**src/rtl/pdc_pkg.sv**
```systemverilog
package pdc_pkg;

    localparam int PDC_REG_W = 8;
    localparam int PDC_PINS  = 4;
    localparam int PDC_SYNC  = 2;

    localparam logic SEL_DIR  = 1'b0;
    localparam logic SEL_DATA = 1'b1;

    typedef enum logic [1:0] {
        MC_ABUS   = 2'd0,
        MC_MIXED  = 2'd1,
        MC_SINGLE = 2'd2
    } mode_cls_e;

    typedef struct packed {
        logic oe;
        logic out;
    } pin_drive_t;

    function automatic mode_cls_e decode_mode(input logic [2:0] code);
        mode_cls_e c;
        case (code)
            3'd1, 3'd2, 3'd3, 3'd4: c = MC_ABUS;
            3'd5:                   c = MC_MIXED;
            default:                c = MC_SINGLE;
        endcase
        return c;
    endfunction

endpackage

```
**src/rtl/pdc_mode_latch.sv**
```systemverilog
module pdc_mode_latch
    import pdc_pkg::*;
(
    input  logic       clk,
    input  logic       rst,
    input  logic [2:0] mode_code,
    output mode_cls_e  mode_cls
);

    always_ff @(posedge clk) begin
        if (rst) begin
            mode_cls <= decode_mode(mode_code);
        end
    end

    AST_MODE_HELD: assert property (@(posedge clk) disable iff (rst)
        1'b1 |=> $stable(mode_cls));

endmodule

```
**src/rtl/pdc_regs.sv**
```systemverilog
module pdc_regs
    import pdc_pkg::*;
#(
    parameter int REG_W = PDC_REG_W,
    parameter int PINS  = PDC_PINS
) (
    input  logic             clk,
    input  logic             rst,
    input  logic             hw_stby,
    input  logic             sw_stby,
    input  logic [2:0]       mode_code,
    input  mode_cls_e        mode_cls,
    input  logic             wr_en,
    input  logic             reg_sel,
    input  logic [REG_W-1:0] wr_data,
    output logic [REG_W-1:0] dir_q,
    output logic [PINS-1:0]  data_q
);

    localparam int RSVD_W = REG_W - PINS;
    localparam logic [REG_W-1:0] INIT_ALL_OUT = '1;
    localparam logic [REG_W-1:0] INIT_ALL_IN  = {{RSVD_W{1'b1}}, {PINS{1'b0}}};

    mode_cls_e        init_cls;
    logic [REG_W-1:0] init_val;
    logic             wr_ok;

    always_comb begin
        init_cls = rst ? decode_mode(mode_code) : mode_cls;
        init_val = (init_cls == MC_ABUS) ? INIT_ALL_OUT : INIT_ALL_IN;
        wr_ok    = wr_en && !hw_stby && !sw_stby;
    end

    always_ff @(posedge clk) begin
        if (rst || hw_stby) begin
            dir_q <= init_val;
        end else if (wr_ok && reg_sel == SEL_DIR && mode_cls != MC_ABUS) begin
            dir_q <= {{RSVD_W{1'b1}}, wr_data[PINS-1:0]};
        end
    end

    always_ff @(posedge clk) begin
        if (rst) begin
            data_q <= '0;
        end else if (wr_ok && reg_sel == SEL_DATA) begin
            data_q <= wr_data[PINS-1:0];
        end
    end

    AST_ABUS_LOCKED: assert property (@(posedge clk) disable iff (rst)
        (mode_cls == MC_ABUS) |-> (dir_q == INIT_ALL_OUT));

    AST_HW_INIT: assert property (@(posedge clk) disable iff (rst)
        hw_stby |=> (dir_q == ((mode_cls == MC_ABUS) ? INIT_ALL_OUT : INIT_ALL_IN)));

    AST_DIR_WRITE_LAND: assert property (@(posedge clk) disable iff (rst)
        (wr_en && !hw_stby && !sw_stby && reg_sel == SEL_DIR && mode_cls != MC_ABUS)
        |=> (dir_q[PINS-1:0] == $past(wr_data[PINS-1:0])));

    AST_REGS_SW_HOLD: assert property (@(posedge clk) disable iff (rst)
        (sw_stby && !hw_stby) |=> ($stable(dir_q) && $stable(data_q)));

endmodule

```
**src/rtl/pdc_sync.sv**
```systemverilog
module pdc_sync
    import pdc_pkg::*;
#(
    parameter int PINS   = PDC_PINS,
    parameter int STAGES = PDC_SYNC
) (
    input  logic            clk,
    input  logic            rst,
    input  logic [PINS-1:0] d_in,
    output logic [PINS-1:0] d_sync
);

    logic [PINS-1:0] chain [STAGES];

    always_ff @(posedge clk) begin
        if (rst) begin
            chain[0] <= '0;
        end else begin
            chain[0] <= d_in;
        end
    end

    for (genvar s = 1; s < STAGES; s++) begin : g_stage
        always_ff @(posedge clk) begin
            if (rst) begin
                chain[s] <= '0;
            end else begin
                chain[s] <= chain[s-1];
            end
        end
    end

    assign d_sync = chain[STAGES-1];

endmodule

```
**src/rtl/pdc_pin_drive.sv**
```systemverilog
module pdc_pin_drive
    import pdc_pkg::*;
#(
    parameter int PINS = PDC_PINS
) (
    input  logic            clk,
    input  logic            rst,
    input  logic            sw_stby,
    input  mode_cls_e       mode_cls,
    input  logic [PINS-1:0] dir_lo,
    input  logic [PINS-1:0] data_q,
    input  logic [PINS-1:0] abus_lo,
    output logic [PINS-1:0] pin_oe,
    output logic [PINS-1:0] pin_out
);

    for (genvar i = 0; i < PINS; i++) begin : g_pin
        pin_drive_t nxt;
        pin_drive_t cur;

        always_comb begin
            case (mode_cls)
                MC_ABUS:  nxt = '{oe: 1'b1,      out: abus_lo[i]};
                MC_MIXED: nxt = '{oe: dir_lo[i], out: abus_lo[i]};
                default:  nxt = '{oe: dir_lo[i], out: data_q[i]};
            endcase
        end

        always_ff @(posedge clk) begin
            if (rst) begin
                cur <= '{oe: 1'b0, out: 1'b0};
            end else if (!sw_stby) begin
                cur <= nxt;
            end
        end

        assign pin_oe[i]  = cur.oe;
        assign pin_out[i] = cur.out;

        AST_SINGLE_OE: assert property (@(posedge clk) disable iff (rst)
            ($past(!rst && !sw_stby) && mode_cls == MC_SINGLE)
            |-> (pin_oe[i] == $past(dir_lo[i]) && pin_out[i] == $past(data_q[i])));

        AST_MIXED_OUT: assert property (@(posedge clk) disable iff (rst)
            ($past(!rst && !sw_stby) && mode_cls == MC_MIXED)
            |-> (pin_oe[i] == $past(dir_lo[i]) && pin_out[i] == $past(abus_lo[i])));

        AST_ABUS_ALL_OUT: assert property (@(posedge clk) disable iff (rst)
            ($past(!rst && !sw_stby) && mode_cls == MC_ABUS)
            |-> (pin_oe[i] && pin_out[i] == $past(abus_lo[i])));

        AST_SWSTBY_HOLD: assert property (@(posedge clk) disable iff (rst)
            sw_stby |=> ($stable(pin_oe[i]) && $stable(pin_out[i])));
    end

endmodule

```
**src/rtl/port_dir_ctrl.sv**
```systemverilog
module port_dir_ctrl
    import pdc_pkg::*;
#(
    parameter int REG_W  = PDC_REG_W,
    parameter int PINS   = PDC_PINS,
    parameter int STAGES = PDC_SYNC
) (
    input  logic             clk,
    input  logic             rst,
    input  logic             hw_stby,
    input  logic             sw_stby,
    input  logic [2:0]       mode_code,
    input  logic             wr_en,
    input  logic             reg_sel,
    input  logic [REG_W-1:0] wr_data,
    output logic [REG_W-1:0] rd_data,
    input  logic [PINS-1:0]  abus_lo,
    input  logic [PINS-1:0]  pin_in,
    output logic [PINS-1:0]  pin_out,
    output logic [PINS-1:0]  pin_oe
);

    localparam int RSVD_W = REG_W - PINS;

    mode_cls_e        mode_cls;
    logic [REG_W-1:0] dir_q;
    logic [PINS-1:0]  data_q;
    logic [PINS-1:0]  pin_sync;
    logic [PINS-1:0]  data_view;

    pdc_mode_latch u_mode (
        .clk       (clk),
        .rst       (rst),
        .mode_code (mode_code),
        .mode_cls  (mode_cls)
    );

    pdc_regs #(.REG_W(REG_W), .PINS(PINS)) u_regs (
        .clk       (clk),
        .rst       (rst),
        .hw_stby   (hw_stby),
        .sw_stby   (sw_stby),
        .mode_code (mode_code),
        .mode_cls  (mode_cls),
        .wr_en     (wr_en),
        .reg_sel   (reg_sel),
        .wr_data   (wr_data),
        .dir_q     (dir_q),
        .data_q    (data_q)
    );

    pdc_sync #(.PINS(PINS), .STAGES(STAGES)) u_sync (
        .clk    (clk),
        .rst    (rst),
        .d_in   (pin_in),
        .d_sync (pin_sync)
    );

    pdc_pin_drive #(.PINS(PINS)) u_drive (
        .clk      (clk),
        .rst      (rst),
        .sw_stby  (sw_stby),
        .mode_cls (mode_cls),
        .dir_lo   (dir_q[PINS-1:0]),
        .data_q   (data_q),
        .abus_lo  (abus_lo),
        .pin_oe   (pin_oe),
        .pin_out  (pin_out)
    );

    always_comb begin
        data_view = (dir_q[PINS-1:0] & data_q) | (~dir_q[PINS-1:0] & pin_sync);
        if (reg_sel == SEL_DIR) begin
            rd_data = '1;
        end else begin
            rd_data = {{RSVD_W{1'b1}}, data_view};
        end
    end

    AST_RESET_PINS_OFF: assert property (@(posedge clk)
        rst |=> (pin_oe == '0));

endmodule

```
**config.mk**
```make
export PLATFORM = sky130hd
export DESIGN_NAME = port_dir_ctrl
export DESIGN_NICKNAME = d
export VERILOG_FILES = /design/src/rtl/pdc_pkg.sv /design/src/rtl/pdc_mode_latch.sv /design/src/rtl/pdc_regs.sv /design/src/rtl/pdc_sync.sv /design/src/rtl/pdc_pin_drive.sv /design/src/rtl/port_dir_ctrl.sv
export SDC_FILE = /design/constraint.sdc
export NUM_CORES = 1
export LEC_CHECK = 0
export BUFFER_PORTS_ARGS = -buffer_cell sky130_fd_sc_hd__buf_4
export CORE_MARGIN = 4
export CORE_UTILIZATION = 50
export CTS_BUF_LIST = sky130_fd_sc_hd__clkbuf_8
export DETAILED_ROUTE_END_ITERATION = 8
export GPL_TIMING_DRIVEN = 0
export PLACE_DENSITY = 0.84
export SETUP_SLACK_MARGIN = 0.15
export SLEW_MARGIN = 20
export SYNTH_ARGS = -nofsm -noshare
export SYNTH_HDL_FRONTEND = slang
export SYNTH_SLANG_ARGS = --single-unit
```
**constraint.sdc**
```tcl
create_clock -name clk -period 1.5 [get_ports clk]
set_clock_uncertainty 0.1 [all_clocks]
set_input_delay 0.225 -clock clk [delete_from_list [all_inputs] [get_ports clk]]
set_output_delay 0.225 -clock clk [all_outputs]
set_load 0.03 [all_outputs]
```
==> summary.txt <==
outcome: completed
CP cell instances: mux2i_1 > nand2_1 > buf_6
Final GP Congestion: 0.7496
sequential element share of the synthesized area: 51.14%
largest area contributor in the netlist: dfxtp_1
GRT Residual Overflow: 0
htree depth: 1
period utilisation layout: 93.44%
Pins Over Slew Limit: 0
die area: 3005 um^2
CTS Root Cell: clkbuf_8
syn avg cell area: 9.786 um^2
Area growth, synth to finish: 38.13%
CP endpoint kind: output pin
Final setup viols: 0
First-pass DRT Iterations: 4
die width: 54.82 um
RSZ-0062 raised after global routing: true
vias in the first global route: 920
total track usage: 19.03%
Yosys reg bits: 26
Reg clk slew, reported paths: 0.09 ns
first-pass GRT wire length: 4008 um
setup TNS: 0 ns
drt total wl: 2486 um
initial antenna violation count: 0
Initial Utilization: 54.21%
VDD IR max: 0.7534 mV
DP Wirelength: 1775 um
yosys warns: 0
final hold slack: 0.06071 ns
DRT iter0 DRCs: 3
drt drc: 0
latest clock arrival within the worst-skew pair: 0.27 ns
Worst Path Required: 1.17 ns
Synth cell types: 23
core area: 2022 um^2
crit path max-delay cell type: edfxtp_1
FILL cells: 141
# IOs: 41
critical path type: reg2out
CP max FO: 2
static leakage: 0.0006659 uW
CTS max path bufs: 2
CTS tree: yes
PD cells: 996.5 nW/um^2
Syn Std Cell Area: 1096 um^2
area share of the largest cell type after synthesis: 40.18%
Die Ht: 54.82 um
largest net degree at the start of global routing: 15
Non-Filler Instances: 184
# port buffers: 31
DRT antenna net count: 0
Final Hold Violating Endpoints: 0
Hold Path Class: in2reg
WL/cell: 13.51 um
Startpoint Class: register
clk sinks: 26
ANT cells: 0
Vias: 920
via/cell ratio: 5.000
gate count of the mapped netlist: 112
share of cells above drive strength 1: 34.39%
dpl cells: 173
max_cap viols: 0
maximum clock frequency: 713.5 MHz
nets@finish: 183
Num CTS Buffers: 3
ranking of synthesized cells by area: dfxtp_1 40%, mux2i_1 11%, edfxtp_1 11%
crit path time final: 1.402 ns
row cnt: 16
crit-path max cell delay: 0.43 ns
crit path DAT: 1.08 ns
-- per-layer routing --
| layer | vias to the layer above | share of wire [%] | track usage, % |
|---|---|---|---|
| li1 | 463 | - | - |
| met1 | 429 | 39 | 21.48 |
| met2 | 26 | 55 | 33.66 |
| met3 | 2 | 6.0 | 5.450 |
| met4 | 0 | 0.52 | 6.639 |
| met5 | - | 0 | 0 |
-- report_power, final --
part	leakage [uW]	total (uW)	internal, uW	switching, uW
clock network	0.0000231	398	183	214
registers	0.000223	781	757	24.9
logic	0.000420	330	164	166
-- through the flow --
| stage | utilization (%) | power, uW | area [um^2] | setup slack (ns) |
|---|---|---|---|---|
| after global routing | 74.88 | 1570 | 1514 | 0.01620 |
| final | 74.88 | 1509 | 1514 | 0.09837 |
| after global placement | 68.32 | 1066 | 1381 | 0.08648 |
| after CTS | 73.95 | 1493 | 1495 | 0.09080 |
| after floorplan | - | 965.5 | 1115 | 0.1562 |
| after detailed placement | 68.32 | 1075 | 1381 | 0.06566 |
-- Yosys cell counts --
library cell,number
dfxtp_1,22
nor2b_1,16
mux2i_1,12
nor3_1,9
nand2_1,8
o21ai_0,6
inv_1,5
nor2_1,5
buf_4,4
clkbuf_1,4
edfxtp_1,4
o311ai_0,4
a21oi_1,2
nand3b_1,2
and4bb_2,1
buf_2,1
buf_6,1
clkbuf_2,1
conb_1,1
nand4b_1,1
nor2_2,1
nor4b_1,1
or3_1,1
-- cell usage in the layout (no fill, tap or decap) --
cell	instances
mux2i_2	1
clkbuf_1	4
a21oi_1	2
and4bb_2	1
inv_1	5
nor2_1	5
nand3b_1	2
o311ai_1	1
edfxtp_1	4
buf_6	6
o21ai_0	6
or3_4	1
nor2_4	1
nor2b_1	16
mux2i_1	11
clkbuf_2	1
dfxtp_2	1
conb_1	4
nand2_1	8
clkbuf_8	3
dfxtp_1	21
nor3_1	9
nor4b_2	1
buf_4	38
nand4b_1	1
clkinv_1	1
o311ai_0	3
-- cells by family after synthesis --
family / Yosys count / synth area share, %
compound gates: 12 / 6.849
buf+inv: 16 / 7.761
flops: 26 / 51.14
mux: 12 / 10.96
other cells: 1 / 0.3421
simple gates: 45 / 22.95
-- sequential cells by signal, indices dropped and copies added (netlist names) --
name / flops
u_sync.chain: 8
u_mode.mode_cls: 2
u_drive.pin_out: 4
u_regs.data_q: 4
u_regs.dir_q: 4
u_drive.pin_oe: 4
-- worst max-delay path, delay by kind of cell (launching register included) --
kind | cells | cell delay [ns]
AND/OR/NAND/NOR | 1 | 0.08
buffers and inverters | 1 | 0.14
multiplexers | 1 | 0.16
flip-flops | 1 | 0.43
-- final timing paths --
check,start,endpoint,slack (ns),cells past startpoint
setup reg to reg,u_mode.mode_cls[1],u_regs.dir_q[0],0.19,4
hold / removal,pin_in[1],u_sync.chain[0][1],0.06,2
hold reg to reg,u_sync.chain[0][2],u_sync.chain[1][2],0.34,1
setup / recovery,u_regs.dir_q[2],rd_data[2],0.1,3
-- cell type report --
cell class	instances	area (um^2)	area share [%]
Buffer	11	72.57	4.793
Clock buffer	3	41.29	2.727
Clock inverter	1	3.754	0.2479
Inverter	5	18.77	1.240
Multi-Input combinational cell	73	481.7	31.82
Sequential cell	26	561.8	37.11
Tap cell	27	33.78	2.231
Timing Repair Buffer	38	300.3	19.83
-- what timing repair did --
item / CTS / global route
pin swaps: 7 / 3
setup endpoints to repair: 8 / 10
buffers inserted: 5 / 2
hold endpoints to repair: 0 / 0
resized for setup: 8 / 2
hold buffers: 0 / 0
Power figures use the tool's default switching activity.
